## src/rtl/ir_fe_pkg.sv

```systemverilog
package ir_fe_pkg;

    localparam int DEF_THR_W       = 8;
    localparam int DEF_GAP_W       = 12;
    localparam int DEF_SYNC_STAGES = 2;
    localparam int EDGES_TO_LOCK   = 3;   // edges after the aligning rise

    typedef enum logic [1:0] {
        DM_IDLE = 2'd0,
        DM_HUNT = 2'd1,
        DM_LOCK = 2'd2
    } dm_state_t;

    typedef struct packed {
        logic rise;
        logic fall;
    } edge_t;

    // a zero threshold behaves like a threshold of one
    function automatic logic [DEF_THR_W:0] eff_thr(input logic [DEF_THR_W-1:0] thr);
        return (thr == '0) ? {{DEF_THR_W{1'b0}}, 1'b1} : {1'b0, thr};
    endfunction

endpackage

```

## src/rtl/ir_sync.sv

```systemverilog
module ir_sync #(
    parameter int STAGES = ir_fe_pkg::DEF_SYNC_STAGES
) (
    input  logic clk,
    input  logic rst,
    input  logic din,
    output logic dout
);
    logic [STAGES-1:0] chain;

    always_ff @(posedge clk) begin
        if (rst) chain <= '0;
        else     chain <= {chain[STAGES-2:0], din};
    end

    assign dout = chain[STAGES-1];
endmodule

```

## src/rtl/ir_glitch_filter.sv

```systemverilog
module ir_glitch_filter #(
    parameter int THR_W = ir_fe_pkg::DEF_THR_W
) (
    input  logic             clk,
    input  logic             rst,
    input  logic             ce,
    input  logic             din,
    input  logic [THR_W-1:0] thr,
    output logic             level
);
    logic [THR_W-1:0] run_cnt;
    logic [THR_W:0]   run_next;
    logic [THR_W:0]   need;

    always_comb begin
        need     = (thr == '0) ? {{THR_W{1'b0}}, 1'b1} : {1'b0, thr};
        run_next = {1'b0, run_cnt} + 1'b1;
    end

    // stage one: persistence counter; stage two: the accepted level register
    always_ff @(posedge clk) begin
        if (rst) begin
            level   <= 1'b0;
            run_cnt <= '0;
        end else if (ce) begin
            if (din == level) begin
                run_cnt <= '0;
            end else if (run_next >= need) begin
                level   <= din;
                run_cnt <= '0;
            end else begin
                run_cnt <= run_next[THR_W-1:0];
            end
        end
    end

    // a new level is only ever the level seen at the input
    p_accept_from_input_r2: assert property (@(posedge clk) disable iff (rst)
        (level != $past(level)) |-> (level == $past(din)));

    // with ce low the level register holds
    p_hold_when_idle_r3: assert property (@(posedge clk) disable iff (rst)
        !$past(ce) |-> $stable(level));
endmodule

```

## src/rtl/ir_edge_det.sv

```systemverilog
module ir_edge_det
    import ir_fe_pkg::*;
(
    input  logic  clk,
    input  logic  rst,
    input  logic  level,
    output edge_t edges
);
    logic prev;

    always_ff @(posedge clk) begin
        if (rst) prev <= 1'b0;
        else     prev <= level;
    end

    always_comb begin
        edges.rise = level & ~prev;
        edges.fall = ~level & prev;
    end

    // single-cycle pulses, never both at once
    p_rise_one_cycle_r4: assert property (@(posedge clk) disable iff (rst)
        edges.rise |=> !edges.rise);
    p_fall_one_cycle_r4: assert property (@(posedge clk) disable iff (rst)
        edges.fall |=> !edges.fall);
    p_edges_exclusive_r4: assert property (@(posedge clk) disable iff (rst)
        !(edges.rise && edges.fall));
endmodule

```

## src/rtl/ir_demod.sv

```systemverilog
module ir_demod
    import ir_fe_pkg::*;
#(
    parameter int GAP_W = DEF_GAP_W
) (
    input  logic             clk,
    input  logic             rst,
    input  logic             ce,
    input  logic             enable,
    input  edge_t            edges,
    input  logic [GAP_W-1:0] gap,
    output logic             locked
);
    localparam int CNT_W = $clog2(EDGES_TO_LOCK + 1);
    localparam logic [CNT_W-1:0] LAST_EDGE = CNT_W'(EDGES_TO_LOCK - 1);

    dm_state_t        st;
    logic [CNT_W-1:0] edge_cnt;
    logic [GAP_W-1:0] tmr;
    logic             expire;
    logic             any_edge;

    always_comb begin
        any_edge = edges.rise | edges.fall;
        expire   = ({1'b0, tmr} + 1'b1) >= {1'b0, gap};
    end

    always_ff @(posedge clk) begin
        if (rst || !enable) begin
            st       <= DM_IDLE;
            edge_cnt <= '0;
            tmr      <= '0;
        end else begin
            unique case (st)
                DM_IDLE: begin
                    if (edges.rise) begin
                        st       <= DM_HUNT;
                        edge_cnt <= '0;
                        tmr      <= '0;
                    end
                end
                DM_HUNT: begin
                    if (any_edge) begin
                        tmr <= '0;
                        if (edge_cnt == LAST_EDGE) begin
                            st       <= DM_LOCK;
                            edge_cnt <= '0;
                        end else begin
                            edge_cnt <= edge_cnt + 1'b1;
                        end
                    end else if (ce) begin
                        if (expire) st  <= DM_IDLE;
                        else        tmr <= tmr + 1'b1;
                    end
                end
                DM_LOCK: begin
                    if (edges.rise) begin
                        tmr <= '0;
                    end else if (ce) begin
                        if (expire) st  <= DM_IDLE;
                        else        tmr <= tmr + 1'b1;
                    end
                end
                default: st <= DM_IDLE;
            endcase
        end
    end

    assign locked = (st == DM_LOCK);

    // lock is entered only on the closing (falling) edge of the sequence
    p_lock_on_fall_r5: assert property (@(posedge clk) disable iff (rst)
        (locked && !$past(locked)) |-> $past(edges.fall));

    // while locked, a cycle with no rising edge and ce low keeps the lock
    p_lock_holds_r6: assert property (@(posedge clk) disable iff (rst)
        (locked && enable && !edges.rise && !ce) |=> locked);
endmodule

```

## src/rtl/ir_rx_frontend.sv

```systemverilog
module ir_rx_frontend
    import ir_fe_pkg::*;
#(
    parameter int THR_W       = DEF_THR_W,
    parameter int GAP_W       = DEF_GAP_W,
    parameter int SYNC_STAGES = DEF_SYNC_STAGES
) (
    input  logic             clk,
    input  logic             rst,
    input  logic             ce,
    input  logic             rx_raw,
    input  logic [THR_W-1:0] glitch_len,
    input  logic             demod_en,
    input  logic [GAP_W-1:0] gap_len,
    output logic             filt_level,
    output logic             rise_pulse,
    output logic             fall_pulse,
    output logic             env_out
);
    logic  rx_sync;
    logic  lvl;
    edge_t edges;
    logic  locked;

    ir_sync #(.STAGES(SYNC_STAGES)) u_sync (
        .clk  (clk),
        .rst  (rst),
        .din  (rx_raw),
        .dout (rx_sync)
    );

    ir_glitch_filter #(.THR_W(THR_W)) u_filt (
        .clk   (clk),
        .rst   (rst),
        .ce    (ce),
        .din   (rx_sync),
        .thr   (glitch_len),
        .level (lvl)
    );

    ir_edge_det u_edge (
        .clk   (clk),
        .rst   (rst),
        .level (lvl),
        .edges (edges)
    );

    ir_demod #(.GAP_W(GAP_W)) u_demod (
        .clk    (clk),
        .rst    (rst),
        .ce     (ce),
        .enable (demod_en),
        .edges  (edges),
        .gap    (gap_len),
        .locked (locked)
    );

    always_comb begin
        filt_level = lvl;
        rise_pulse = edges.rise;
        fall_pulse = edges.fall;
        env_out    = demod_en ? locked : lvl;
    end

    // the cycle after a reset cycle shows a cleared filter and envelope
    p_reset_clears_r8: assert property (@(posedge clk)
        $past(rst) |-> (!filt_level && !env_out));
endmodule

```

## config.mk

```make
export PLATFORM = sky130hd
export DESIGN_NAME = ir_rx_frontend
export DESIGN_NICKNAME = d
export VERILOG_FILES = /design/src/rtl/ir_fe_pkg.sv /design/src/rtl/ir_sync.sv /design/src/rtl/ir_glitch_filter.sv /design/src/rtl/ir_edge_det.sv /design/src/rtl/ir_demod.sv /design/src/rtl/ir_rx_frontend.sv
export SDC_FILE = /design/constraint.sdc
export NUM_CORES = 1
export LEC_CHECK = 0
export BUFFER_PORTS_ARGS = -buffer_cell sky130_fd_sc_hd__buf_4
export CAP_MARGIN = 20
export CORE_ASPECT_RATIO = 1.4
export CORE_MARGIN = 2
export CORE_UTILIZATION = 55
export DETAILED_ROUTE_END_ITERATION = 12
export PLACE_DENSITY = 0.78
export SLEW_MARGIN = 20
export SYNTH_ARGS = -nofsm -noshare
export SYNTH_HDL_FRONTEND = slang
export SYNTH_HIERARCHICAL = 1
export SYNTH_SLANG_ARGS = --single-unit
export TNS_END_PERCENT = 1
```

## constraint.sdc

```tcl
create_clock -name clk -period 3.82 [get_ports clk]
set_clock_uncertainty 0.05 [all_clocks]
set_input_delay 0.764 -clock clk [delete_from_list [all_inputs] [get_ports clk]]
set_output_delay 0.764 -clock clk [all_outputs]
set_load 0.02 [all_outputs]
```

* Yosys cells after proc, flatten, opt, wreduce, memory -nomap -nowiden
Index checks and enable logic that the tools add are counted.
** Word-level totals
- Bits in registers :: 28
- Output and inout port bits :: 4
** Operators by class
- Add/sub/neg operators :: 4
- Order comparisons :: 2
- Equal/unequal tests :: 8
- Multiplexer cells :: 21
- Bitwise gates (word level) :: 6
- Reductions and logical operators :: 10
** Operator list (number)
- 12-bit two-way mux :: 5
- 12-bit one-hot mux with 3 select lines :: 1
- 8-bit two-way mux :: 3
- 2-bit two-way mux :: 9
- 12-bit by 1-bit adder with 13-bit output (second input constant) :: 1
- 13-bit by 12-bit greater-or-equal comparator with 1-bit output :: 1
- 12-bit by 1-bit adder with 12-bit output (second input constant) :: 1
- 8-bit by 1-bit adder with 9-bit output (second input constant) :: 1
- 9-bit greater-or-equal comparator :: 1
- 3-bit AND reduction :: 3
- 8-bit zero test :: 1
- 2-bit one-hot mux with 3 select lines :: 1
- 2-bit == test (second input constant) :: 2
- 2-bit inequality test (second input constant) :: 2
- 2-bit one-hot mux with 2 select lines :: 1
- 3-bit inequality test (second input constant) :: 1
- 1-bit inverter :: 3
- 3-bit nonzero test :: 1
- 2-bit by 1-bit adder with 2-bit output (second input constant) :: 1
- 1-bit AND :: 2
- 2-bit by 1-bit == test with 1-bit output (second input constant) :: 1
- 2-bit zero test :: 1
- 2-bit by 1-bit inequality test with 1-bit output (second input constant) :: 1
- 2-bit AND reduction :: 1
- other kinds (6) :: 6

* Logic depth before layout (Yosys ltp)
Gate-level depths: netlist of the first run.
- Depth after elaboration :: 6
- Depth in mapped cells :: 13
- Gate-level depth less buffers :: 12

* Cells and area by module
The synthesis of the first run kept the hierarchy.
** Modules (own cells, without submodules)
- ir_demod :: times used 1, cells each 178, area each 1442.6 µm², sequential area each 320.3 µm²
- ir_glitch_filter :: times used 1, cells each 91, area each 839.6 µm², sequential area each 180.2 µm²
- ir_sync :: times used 1, cells each 4, area each 52.6 µm², sequential area each 40.0 µm²
- ir_edge_det :: times used 1, cells each 4, area each 38.8 µm², sequential area each 20.0 µm²
- ir_rx_frontend :: times used 1, cells each 1, area each 15.0 µm², sequential area each 0.0 µm²

* Least setup slack after synthesis of the first run
Ideal clock, no wire load.
- Kind :: register to register
- Start point :: register u_demod.tmr[0]
- End point :: register u_demod.tmr[3]
- Library setup time :: 0.070 ns
- Arrival time :: 3.030 ns
- Setup slack :: 0.669 ns
- Cell stages (with the launch flop) :: 14
- Buffers on the path :: 1
- Period minus slack after synthesis :: 3.151 ns
- Cell sequence :: dfxtp_1 > ha_1 > nand3_2 > or3_1 > clkbuf_1 > nor2_1 > xor2_1 > ha_1 > a21o_1 > a21oi_1 > and3b_2 > nand4_4 > or4_1 > a21oi_1
** Between the ends
- Word-level cells in the longest chain between the ends :: 6
** RTL lines
- start: declaration :: line ir_demod.sv:19 : logic [GAP_W-1:0] tmr;
- start signal: assignment :: line ir_demod.sv:53 : else tmr <= tmr + 1'b1;
- start signal: assignment :: line ir_demod.sv:61 : else tmr <= tmr + 1'b1;
- 12-bit by 1-bit adder with 13-bit output :: line ir_demod.sv:25 : expire = ({1'b0, tmr} + 1'b1) >= {1'b0, gap};
- 13-bit by 12-bit greater-or-equal comparator with 1-bit output :: line ir_demod.sv:25
- 12-bit two-way mux * :: line ir_demod.sv:52, ir_demod.sv:60
- 12-bit two-way mux * :: line ir_demod.sv:51 : end else if (ce) begin
- 12-bit two-way mux, on equally long branches :: line ir_demod.sv:57, ir_demod.sv:43
- 12-bit one-hot mux with 3 select lines * :: line ir_demod.sv:34 : unique case (st)
Mark *: on every way between the ends. The rest lies on a longest branch, timed or not.
A chain may end at the register's enable or synchronous reset.

* Worst setup path after layout of the first run
- Start point :: register u_demod.tmr[0]
- End point :: register u_demod.tmr[8]
Same word-level chain as after synthesis.

==> results of run 1 <==
routing by layer:
layer,track usage [%],vias to the layer above,routed length (um)
met5,0,-,0
met4,11.6,0,162
met3,2.36,16,166
met2,42.2,57,2820
met1,26.3,1032,2120
li1,-,1073,-
final cells by class:
class	count	area [sq um]	share of cell area [%]
inverters	29	109	4.09
clock buffers	3	41.3	1.55
multi-input cells	213	1690	63.3
flip-flops and latches	28	561	21.1
well taps	45	56.3	2.11
repair buffers	28	210	7.89
placed cells by master (no fill, tap or decap), drive strengths merged, types with 7 or more instances in the layout:
cell / n
nor2b: 10
nand3: 13
nand4: 9
a21oi: 12
inv: 28
nand2: 20
buf: 28
o21ai: 11
dfxtp: 28
and3: 7
ha: 27
xnor2: 10
nor2: 13
cells by family after synthesis:
kind of cell / count (synthesis) / share of synthesized area (%)
XOR/XNOR: 16 / 5.87
flip-flops: 28 / 23.5
AND/OR/NAND/NOR: 100 / 25.2
multiplexers: 3 / 1.47
buffers and inverters: 37 / 5.97
AO/OA/AOI/OAI: 67 / 23.9
adder cells (fa/ha/maj): 27 / 14.1
worst paths after layout:
kind	end	startpoint	slack (ns)	cells past startpoint
min	u_sync/chain[1]	u_sync/chain[0]	0.40	1
min reg2reg	u_sync/chain[1]	u_sync/chain[0]	0.40	1
max	u_demod/tmr[8]	u_demod/tmr[0]	0.28	12
max reg2reg	u_demod/tmr[8]	u_demod/tmr[0]	0.28	12
power by group:
group          leakage [nW]   total, W  switching (W)  internal [W]
clock                0.0216   0.000159      0.0000881     0.0000708
sequential            0.226   0.000294     0.00000111      0.000293
combinational         0.951  0.0000604      0.0000312     0.0000292
total                  1.20   0.000513       0.000120      0.000393
state kept, by name, indices dropped and copies added (netlist names):
name / flops
u_demod/edge_cnt: 2
u_demod/st: 2
u_demod/tmr: 12
u_edge/prev: 1
u_filt/level: 1
u_filt/run_cnt: 8
u_sync/chain: 2
per-stage QoR:
stage	area, sq um	hold WS (ns)	setup WS [ns]	total power (W)	cells
after global placement	2620	0.371	0.441	0.000360	343
after CTS	2660	0.407	0.310	0.000523	346
after global routing	2660	0.416	0.0187	0.000535	346
after detailed placement	2620	0.380	0.334	0.000361	343
after floorplan	2390	0.364	0.669	0.000333	278
final	2660	0.398	0.285	0.000513	346
==> key figures, run 1 <==
Die
  • Starting Density: a little under three fifths
  • Total Die Area: approximately 4900 sq um
  • Number of ports placed on the die boundary: 29
  • Die extent in x: ~60 um
  • Std-Cell Rows: 28
  • Placeable core area: 4200 sq um
  • Chip height: a little over 80 um

STA
  • Worst slew margin relative to its limit: ~36%
  • Hold Violations, Final: 0
  • Total Negative Setup Slacks: 0 ns
  • Unrepaired setup endpoints after global routing: no
  • Final Max Slew Viols: 0
  • Final Setup Violations: 0
  • Minimum period implied by the final worst setup slack: 3.54 ns
  • Max Fclk: ~280 MHz
  • Slew at the pin closest to its max-slew limit: 0.955 ns
  • Portion of the clock cycle consumed by the worst path in the final layout: slightly above 90%

Synth
  • Cell type with the largest total area after synthesis: dfxtp_1
  • Number of synthesized register bits: 28
  • Top post-synthesis cells by count: dfxtp_1 (28), inv_1 (28), ha_1 (27), nand2_1 (20), nor2_1 (13)
  • Dominant cells by area after synthesis: dfxtp_1 (23%), ha_1 (14%), inv_1 (4.4%)
  • Mapped Area: ~2400 sq um
  • Mean instance size in the synthesized netlist: 8.59 sq um
  • Synthesized netlist net count: 330
  • Main flop type after synthesis: dfxtp_1
  • Unique cell type count in the Yosys netlist: 65
  • Fraction of the yosys area taken by sequential cells: around a quarter
  • Portion of synthesized cell area occupied by the leading cell type: 23.5%
  • Gate Count Post-Synth: 278
  • Number of flops mapped to enable cells by yosys: 0
  • Asr flop ratio synth: 0%
  • Yosys warnings: 6

Worst setup path
  • Sort of element at the end of the critical path: flop
  • Slowest library cell on the worst path: or3_1
  • Category of the worst setup path launch point: flop
  • Critical path class: reg2reg
  • Data arrival at the endpoint of the critical path: ~3.7 ns
  • CP max FO: 6
  • Crit-path leading delay family: simple AND/OR/NAND/NOR gates
  • Stage delay of the slowest cell on the critical path: 0.48 ns
  • Worst path most repeated cell: ha_1
  • Worst-path cell chain: ha_1 -> nand3_2 -> or3_1 -> nor2_1 -> xor2_1 -> ha_1 -> a21o_1 -> a21oi_1 -> and3b_2 -> and4_2 -> nand2_1 -> o41ai_1
  • Required arrival time at the worst endpoint: between 3 and 4 ns
  • Worst path buffer plus inverter count: 0

Routing
  • Wire length reported by the detailed router: 5.27 mm
  • Violation count after the first detailed-routing iteration: around 110
  • Detail Route Antenna Nets: 0
  • Number of iterations in the first detailed-routing pass: 4
  • Detailed-route wire length per cell: between 15 and 20 um
  • Per-cell via count in the routed design: ~6.3
  • Residual DRC: 0
  • Total vias in the final route: 2178

Global route
  • Gr usage total: roughly a quarter
  • Vias in the first global route: about 2100
  • Largest net degree at the start of global routing: 18
  • First-pass GRT wire length: ~9 mm
  • Antenna violations before repair: 0
  • Congestion Overflow GR: 0

Clock tree
  • Clock latency reported for the late side of the worst-skew pair: approximately 0.27 ns
  • Clock slew seen by the registers of the worst setup and hold paths: roughly 0.090 ns
  • Hold_buf cts: 0
  • H-tree lvl count: 1
  • CTS tree: done
  • Number of buffers inserted during clock tree synthesis: 3
  • CTS sink cnt: 28
  • Worst-case clock buffer depth: 2
  • Gates resized, CTS repair: 0
  • Post-CTS Setup Inserts: 0
  • Library cell used as clock root buffer: clkbuf_8

Power and ir drop
  • Power density of the placed cells: just under 200 nW/um^2
  • Leakage power: 1.20 nW
  • Worst vdd ir: 190 uV

Cells and area
  • Utilization after layout: a little over three fifths
  • Share of final-layout standard cells stronger than drive strength 1: 18.6%
  • Antenna diode count: 0
  • Total Nets Final: roughly 360
  • Fillers: 380
  • Area growth, synth to finish: 11.5%

Outcome
  • Outcome: finished clean

Min path
  • Classification of the worst-slack hold path: reg2reg

Place
  • Detailed placer's ending HPWL: 4.18 mm
  • Gp weighted congestion: ~0.9
  • Total of buffers placed on input and output ports: 28

Run
  • Max Cap Viol: 0
Note: power is estimated with default switching activity, not from simulation.
==> run 2: changes to the inputs <==
Settings changed: CELL_PAD_IN_SITES_DETAIL_PLACEMENT set to 0, CELL_PAD_IN_SITES_GLOBAL_PLACEMENT set to 1, CORE_ASPECT_RATIO 1.4 to 2, CORE_UTILIZATION 55 to 44, GPL_TIMING_DRIVEN set to 0, PLACE_DENSITY 0.78 to 0.82.
==> run 2 against run 1 <==
  * Design area rose by 3.7%
  * Die area rose by 24%
  * Global-route usage fell by 5.3 points
  * Critical path type unchanged
  * Register-to-register slack got worse by 0.03 ns
  * Hold slack got worse by 0.0034 ns
  * Critical path depth rose by 1
==> key figures, run 2 (same netlist as run 1, synthesis figures left out) <==
Outcome
  • Outcome: finished clean

Clock tree
  • CTS sink cnt: 28
  • CTS tree: done
  • Number of buffers inserted during clock tree synthesis: 3
  • Clock latency reported for the late side of the worst-skew pair: 0.28 ns
  • Clock slew seen by the registers of the worst setup and hold paths: about 0.10 ns
  • Worst-case clock buffer depth: 2
  • H-tree lvl count: 1
  • Library cell used as clock root buffer: clkbuf_8

Power and ir drop
  • Clock power share: between 30% and 40%
  • Comb pwr share: between 10% and 20%
  • Internal cell power: about 0.00046 W
  • Power density of the placed cells: 215 nW/um^2
  • Worst vdd ir: between 150 and 200 uV
  • Sw power: 0.000130 W
  • Switching part of the total power: 21.8%
  • Post-layout total power: approximately 0.0006 W
  • Leakage power: 1.22 nW
  • Relative contribution of sequential cells to total power: between 40% and 50%

Routing
  • Per-cell via count in the routed design: approximately 5.8
  • Violation count after the first detailed-routing iteration: 69
  • Wire length reported by the detailed router: approximately 5.2 mm
  • Residual DRC: 0
  • Detailed-route wire length per cell: 14.2 um
  • Total vias in the final route: approximately 2100
  • Detail Route Antenna Nets: 0
  • Number of iterations in the first detailed-routing pass: 4

Run
  • Max Cap Viol: 0

Worst setup path
  • Required arrival time at the worst endpoint: 3.95 ns
  • CP max FO: 6
  • Sort of element at the end of the critical path: flop
  • Setup slack on the worst flop-to-flop path: 0.25 ns
  • Critical path class: reg2reg
  • Data arrival at the endpoint of the critical path: 3.70 ns
  • Category of the worst setup path launch point: flop

Die
  • Total Die Area: 6070 sq um
  • Die extent in x: ~56 um
  • Starting Density: ~45%
  • Std-Cell Rows: 38
  • Placeable core area: approximately 5300 sq um
  • Chip height: approximately 110 um
  • Number of ports placed on the die boundary: 29

Cells and area
  • Share of final-layout standard cells stronger than drive strength 1: roughly 20%
  • Register with the most flip-flops: u_demod/tmr
  • Largest registers in the final layout: u_demod/tmr: 12 flops, u_filt/run_cnt: 8 flops
  • Top library cells by usage in the layout, fill and taps aside: buf_4 (29), inv_1 (28), dfxtp_1 (27)
  • Fillers: around 510
  • Area growth, synth to finish: 15.6%
  • Most common cell after layout, fill and taps aside: buf_4
  • Flip-flop count of the largest register, all copies and words added: 12
  • Total Nets Final: approximately 360
  • Antenna diode count: 0

Min path
  • Classification of the worst-slack hold path: reg2reg

STA
  • Portion of the clock cycle consumed by the worst path in the final layout: just over 90%
  • Worst slew margin relative to its limit: a little over half
  • Final Max Slew Viols: 0
  • Hold Violations, Final: 0
  • Minimum period implied by the final worst setup slack: 3.57 ns
  • Total Negative Setup Slacks: 0 ns
  • Max Fclk: about 280 MHz
  • Slew at the pin closest to its max-slew limit: approximately 0.69 ns
  • Final Setup Violations: 0
  • Unrepaired setup endpoints after global routing: no

Global route
  • Antenna violations before repair: 0
  • Vias in the first global route: between 2000 and 2500
  • Congestion Overflow GR: 0
  • Largest net degree at the start of global routing: 17
  • First-pass GRT wire length: about 9.1 mm
  • Gr usage total: 18.0%

Place
  • Gp weighted congestion: between 0.8 and 0.9
  • Total of buffers placed on input and output ports: 28
  • Detailed placer's ending HPWL: just over 4 mm
==> run 2: changes by cell type in the layout (fill, tap and decap cells not counted), sizes merged <==
cell | previous run | this run
clkbuf | 3 | 10
buf | 28 | 29
bufinv | 0 | 1
==> run 2: critical path: stages, from the launching register on <==
cell	delay, ns
dfxtp_1	0.40
ha_2	0.25
nand3_2	0.16
or3_1	0.38
clkbuf_1	0.17
nor2_1	0.15
xor2_1	0.25
ha_1	0.29
a21o_1	0.16
a21oi_1	0.18
and3b_2	0.25
and4_2	0.30
nand2_1	0.18
o41ai_1	0.29
==> run 2: layer usage <==
layer  vias to the layer above  routed length (um)  part of all wire, %  GRT usage (%)
met1                      1001                2460                   47           24.2
met4                         0                  74                  1.4           5.78
li1                       1092                   -                    -              -
met5                         -                   0                    0              0
met2                        44                2500                   48           30.4
met3                         7                 205                  3.9           1.08
==> run 2: area by class of cell <==
type,instances,area [sq um],share of cell area [%]
timing repair buffer,28,210,7.62
clock buffer,3,41.3,1.50
inverter,29,109,3.94
clock inverter,1,30.0,1.09
tap,60,75.1,2.72
sequential,28,562,20.4
multi-input combinational,213,1700,61.6
buffer,8,33.8,1.22
==> run 2: power by group through the flow <==
stage               Clock [W]  Combinational, W  Sequential [W]
floorplan                   0         0.0000322        0.000301
global placement            0         0.0000603        0.000301
detailed placement          0         0.0000624        0.000301
CTS                  0.000248         0.0000627        0.000294
global route         0.000253         0.0000691        0.000294
finish               0.000237         0.0000623        0.000294
==> run 2: repair_timing <==
| item | 4_1_cts | 5_1_grt |
|---|---|---|
| resized for setup | 0 | 4 |
| buffers inserted | 0 | 0 |
| hold buffers | 0 | 0 |
| endpoints found under the setup margin | 0 | 4 |
| endpoints found under the hold margin | 0 | 0 |
==> run 2: final timing paths <==
| kind | from | end | cells after the start |
|---|---|---|---|
| max | u_demod/tmr[1] | u_demod/tmr[5] | 13 |
| min | u_sync/chain[0] | u_sync/chain[1] | 1 |
| max reg2reg | u_demod/tmr[1] | u_demod/tmr[5] | 13 |
| min reg2reg | u_sync/chain[0] | u_sync/chain[1] | 1 |
==> run 2: through the flow <==
step | instances | worst slack [ns] | utilization [%] | hold slack (ns) | area (sq um)
global placement | 366 | 0.217 | 50.2 | 0.382 | 2670
detailed placement | 366 | 0.203 | 50.2 | 0.381 | 2670
finish | 370 | 0.252 | 51.8 | 0.395 | 2760
global route | 370 | 0.0412 | 51.8 | 0.421 | 2760
CTS | 370 | 0.156 | 51.6 | 0.401 | 2750
floorplan | 278 | 0.669 | - | 0.364 | 2390
==> run 3: changes to the inputs <==
Settings changed: CAP_MARGIN 20 to 10, CORE_ASPECT_RATIO 2 to 0.75.
==> run 3 against run 2 <==
  * Cell count up 3.8%
  * Combinational power up 1%
  * Design area down 0.14%
  * Largest cell class unchanged
  * Core utilization up 0.22 points
  * Via count down 1.0%
==> key figures, run 3 (same netlist as run 1, synthesis figures left out) <==
Cells and area
  • Register with the most flip-flops: u_demod/tmr
  • Area growth, synth to finish: 15.4%
  • Final Instance Area: 2760 sq um
  • Fillers: between 500 and 600
  • Total Nets Final: approximately 360
  • Flip-flop count of the largest register, all copies and words added: 12
  • Most common cell after layout, fill and taps aside: buf_4
  • Share of final-layout standard cells stronger than drive strength 1: 20.1%
  • Largest registers in the final layout: u_demod/tmr: 12 flops, u_filt/run_cnt: 8 flops
  • Top library cells by usage in the layout, fill and taps aside: buf_4 (29), inv_1 (28), dfxtp_1 (27)
  • Total area of sequential cells: ~560 sq um
  • Antenna diode count: 0
  • Total area of multi-input combinational cells: between 1500 and 2000 sq um

Clock tree
  • H-tree lvl count: 1
  • Worst-case clock buffer depth: 2
  • Clock slew seen by the registers of the worst setup and hold paths: approximately 0.090 ns
  • Clock latency reported for the late side of the worst-skew pair: about 0.28 ns
  • CTS sink cnt: 28
  • Number of buffers inserted during clock tree synthesis: 3
  • CTS tree: done
  • Library cell used as clock root buffer: clkbuf_8
  • Post-CTS Setup Inserts: 0

STA
  • Max Fclk: between 200 and 300 MHz
  • Total Negative Setup Slacks: 0 ns
  • Worst slew margin relative to its limit: 55.7%
  • Slew at the pin closest to its max-slew limit: 0.665 ns
  • Portion of the clock cycle consumed by the worst path in the final layout: 94.5%
  • Minimum period implied by the final worst setup slack: around 3.6 ns
  • Unrepaired setup endpoints after global routing: no
  • Final Max Slew Viols: 0
  • Final Setup Violations: 0
  • Hold Violations, Final: 0

Worst setup path
  • Category of the worst setup path launch point: flop
  • Worst flop-to-flop path endpoint: u_demod/tmr[3]
  • Worst-path cell chain: ha_2 -> nand3_2 -> or3_1 -> clkbuf_1 -> nor2_1 -> xor2_1 -> ha_1 -> a21o_1 -> a21oi_2 -> and3b_2 -> nand4_4 -> or4_1 -> a21oi_1
  • Required arrival time at the worst endpoint: 3.97 ns
  • R2r startpoint: u_demod/tmr[1]
  • Critical path class: reg2reg
  • Setup slack on the worst flop-to-flop path: ~0.21 ns
  • Sort of element at the end of the critical path: flop
  • Cell depth of the worst flop-to-flop path: 13
  • Stage delay of the slowest cell on the critical path: about 0.45 ns
  • Data arrival at the endpoint of the critical path: 3.76 ns
  • CP max FO: 10
  • Slowest library cell on the worst path: or4_1

Min path
  • Hold-critical path endpoint: u_sync/chain[1]
  • Worst Hold Launch: u_sync/chain[0]
  • Worst Hold Depth: 1
  • Classification of the worst-slack hold path: reg2reg

Power and ir drop
  • Internal cell power: around 0.0004 W
  • Clock power share: between 30% and 40%
  • Comb pwr share: around an eighth
  • Worst vdd ir: around 110 uV
  • Sw power: 0.000128 W
  • Power density of the placed cells: around 190 nW/um^2
  • Switching part of the total power: between 20% and 30%
  • Leakage power: approximately 1.2 nW
  • Relative contribution of sequential cells to total power: between 50% and 60%

Die
  • Placeable core area: 5300 sq um
  • Total Die Area: a little over 6000 sq um
  • Number of ports placed on the die boundary: 29
  • Starting Density: 45.1%
  • Chip height: 67.8 um
  • Die extent in x: 89.1 um
  • Std-Cell Rows: 23

Routing
  • Violation count after the first detailed-routing iteration: ~120
  • Residual DRC: 0
  • Total vias in the final route: ~2100
  • Detail Route Antenna Nets: 0
  • Wire length reported by the detailed router: around 5.5 mm
  • Detailed-route wire length per cell: between 10 and 15 um
  • Number of iterations in the first detailed-routing pass: 4
  • Per-cell via count in the routed design: between 5 and 6

Outcome
  • Outcome: finished clean

Place
  • Total of buffers placed on input and output ports: 28
  • Post-Place Cell Area: 2690 sq um
  • Detailed placer's ending HPWL: between 4 and 5 mm
  • Gp weighted congestion: about 0.84

Global route
  • First-pass GRT wire length: around 8.9 mm
  • Largest net degree at the start of global routing: 15
  • Congestion Overflow GR: 0
  • Gr usage total: between 10% and 20%
  • Vias in the first global route: between 1500 and 2000
  • Antenna violations before repair: 0

Run
  • Max Cap Viol: 0
run 3: cell count changes in the layout (fill, tap and decap cells not counted):
cell,before,now
a21oi_1,12,11
a21oi_2,0,1
bufinv_16,1,0
o21bai_1,0,1
o21bai_2,1,0
o41ai_1,1,0
o41ai_2,5,6
run 3: area by class of cell:
| type | count | share of cell area (%) |
|---|---|---|
| buffer | 8 | 1.23 |
| multi-input combinational | 213 | 61.9 |
| inverter | 29 | 3.95 |
| tap | 75 | 3.40 |
| timing repair buffer | 28 | 7.63 |
| sequential | 28 | 20.4 |
| clock buffer | 3 | 1.50 |
run 3: worst max path at each step:
stage,slack (ns),to,start
2_1_floorplan,0.67,u_demod/tmr[3],u_demod/tmr[0]
3_5_place_dp,0.15,u_demod/tmr[8],u_demod/tmr[0]
5_1_grt,0.03,u_demod/tmr[3],u_demod/tmr[1]
6_report,0.21,u_demod/tmr[3],u_demod/tmr[1]
3_3_place_gp,0.15,u_demod/tmr[8],u_demod/tmr[0]
4_1_cts,0.11,u_demod/tmr[3],u_demod/tmr[0]
run 3: repair_timing:
item                       in CTS  in global routing
hold buffers                    0                  0
resized for setup               0                  5
setup endpoints to repair       0                 11
run 3: metal layers:
layer	track usage, %	up-vias	routed length [um]
li1	-	1091	-
met1	30.1	965	2940
met2	26.6	64	2160
met3	4.28	2	332
met4	2.80	0	22
met5	0	-	0
run 3: worst max-delay path: cells and delay by family, from the launching register on:
| kind | cells | cell delay, ns |
|---|---|---|
| buffers and inverters | 1 | 0.18 |
| adders and majority gates | 2 | 0.53 |
| DFF | 1 | 0.41 |
| xor gates and xnor gates | 1 | 0.21 |
| AOI/OAI and AO/OA | 3 | 0.53 |
| and+or+nand+nor | 6 | 1.62 |
run 3: through the flow:
step | worst slack [ns] | std cells | util (%) | total power (W) | hold slack [ns]
3_5_place_dp | 0.151 | 381 | 50.9 | 0.000364 | 0.398
3_3_place_gp | 0.148 | 381 | 50.9 | 0.000363 | 0.380
2_1_floorplan | 0.669 | 278 | - | 0.000333 | 0.364
4_1_cts | 0.108 | 384 | 51.6 | 0.000531 | 0.408
6_report | 0.208 | 384 | 52.1 | 0.000522 | 0.407
5_1_grt | 0.0327 | 384 | 52.1 | 0.000550 | 0.421
run 3: power groups by stage:
stage	sequential (W)	clock (W)	combinational (W)
floorplan	0.000301	0	0.0000322
global placement	0.000301	0	0.0000622
detailed placement	0.000301	0	0.0000629
CTS	0.000294	0.000173	0.0000633
global route	0.000294	0.000184	0.0000712
finish	0.000294	0.000164	0.0000632
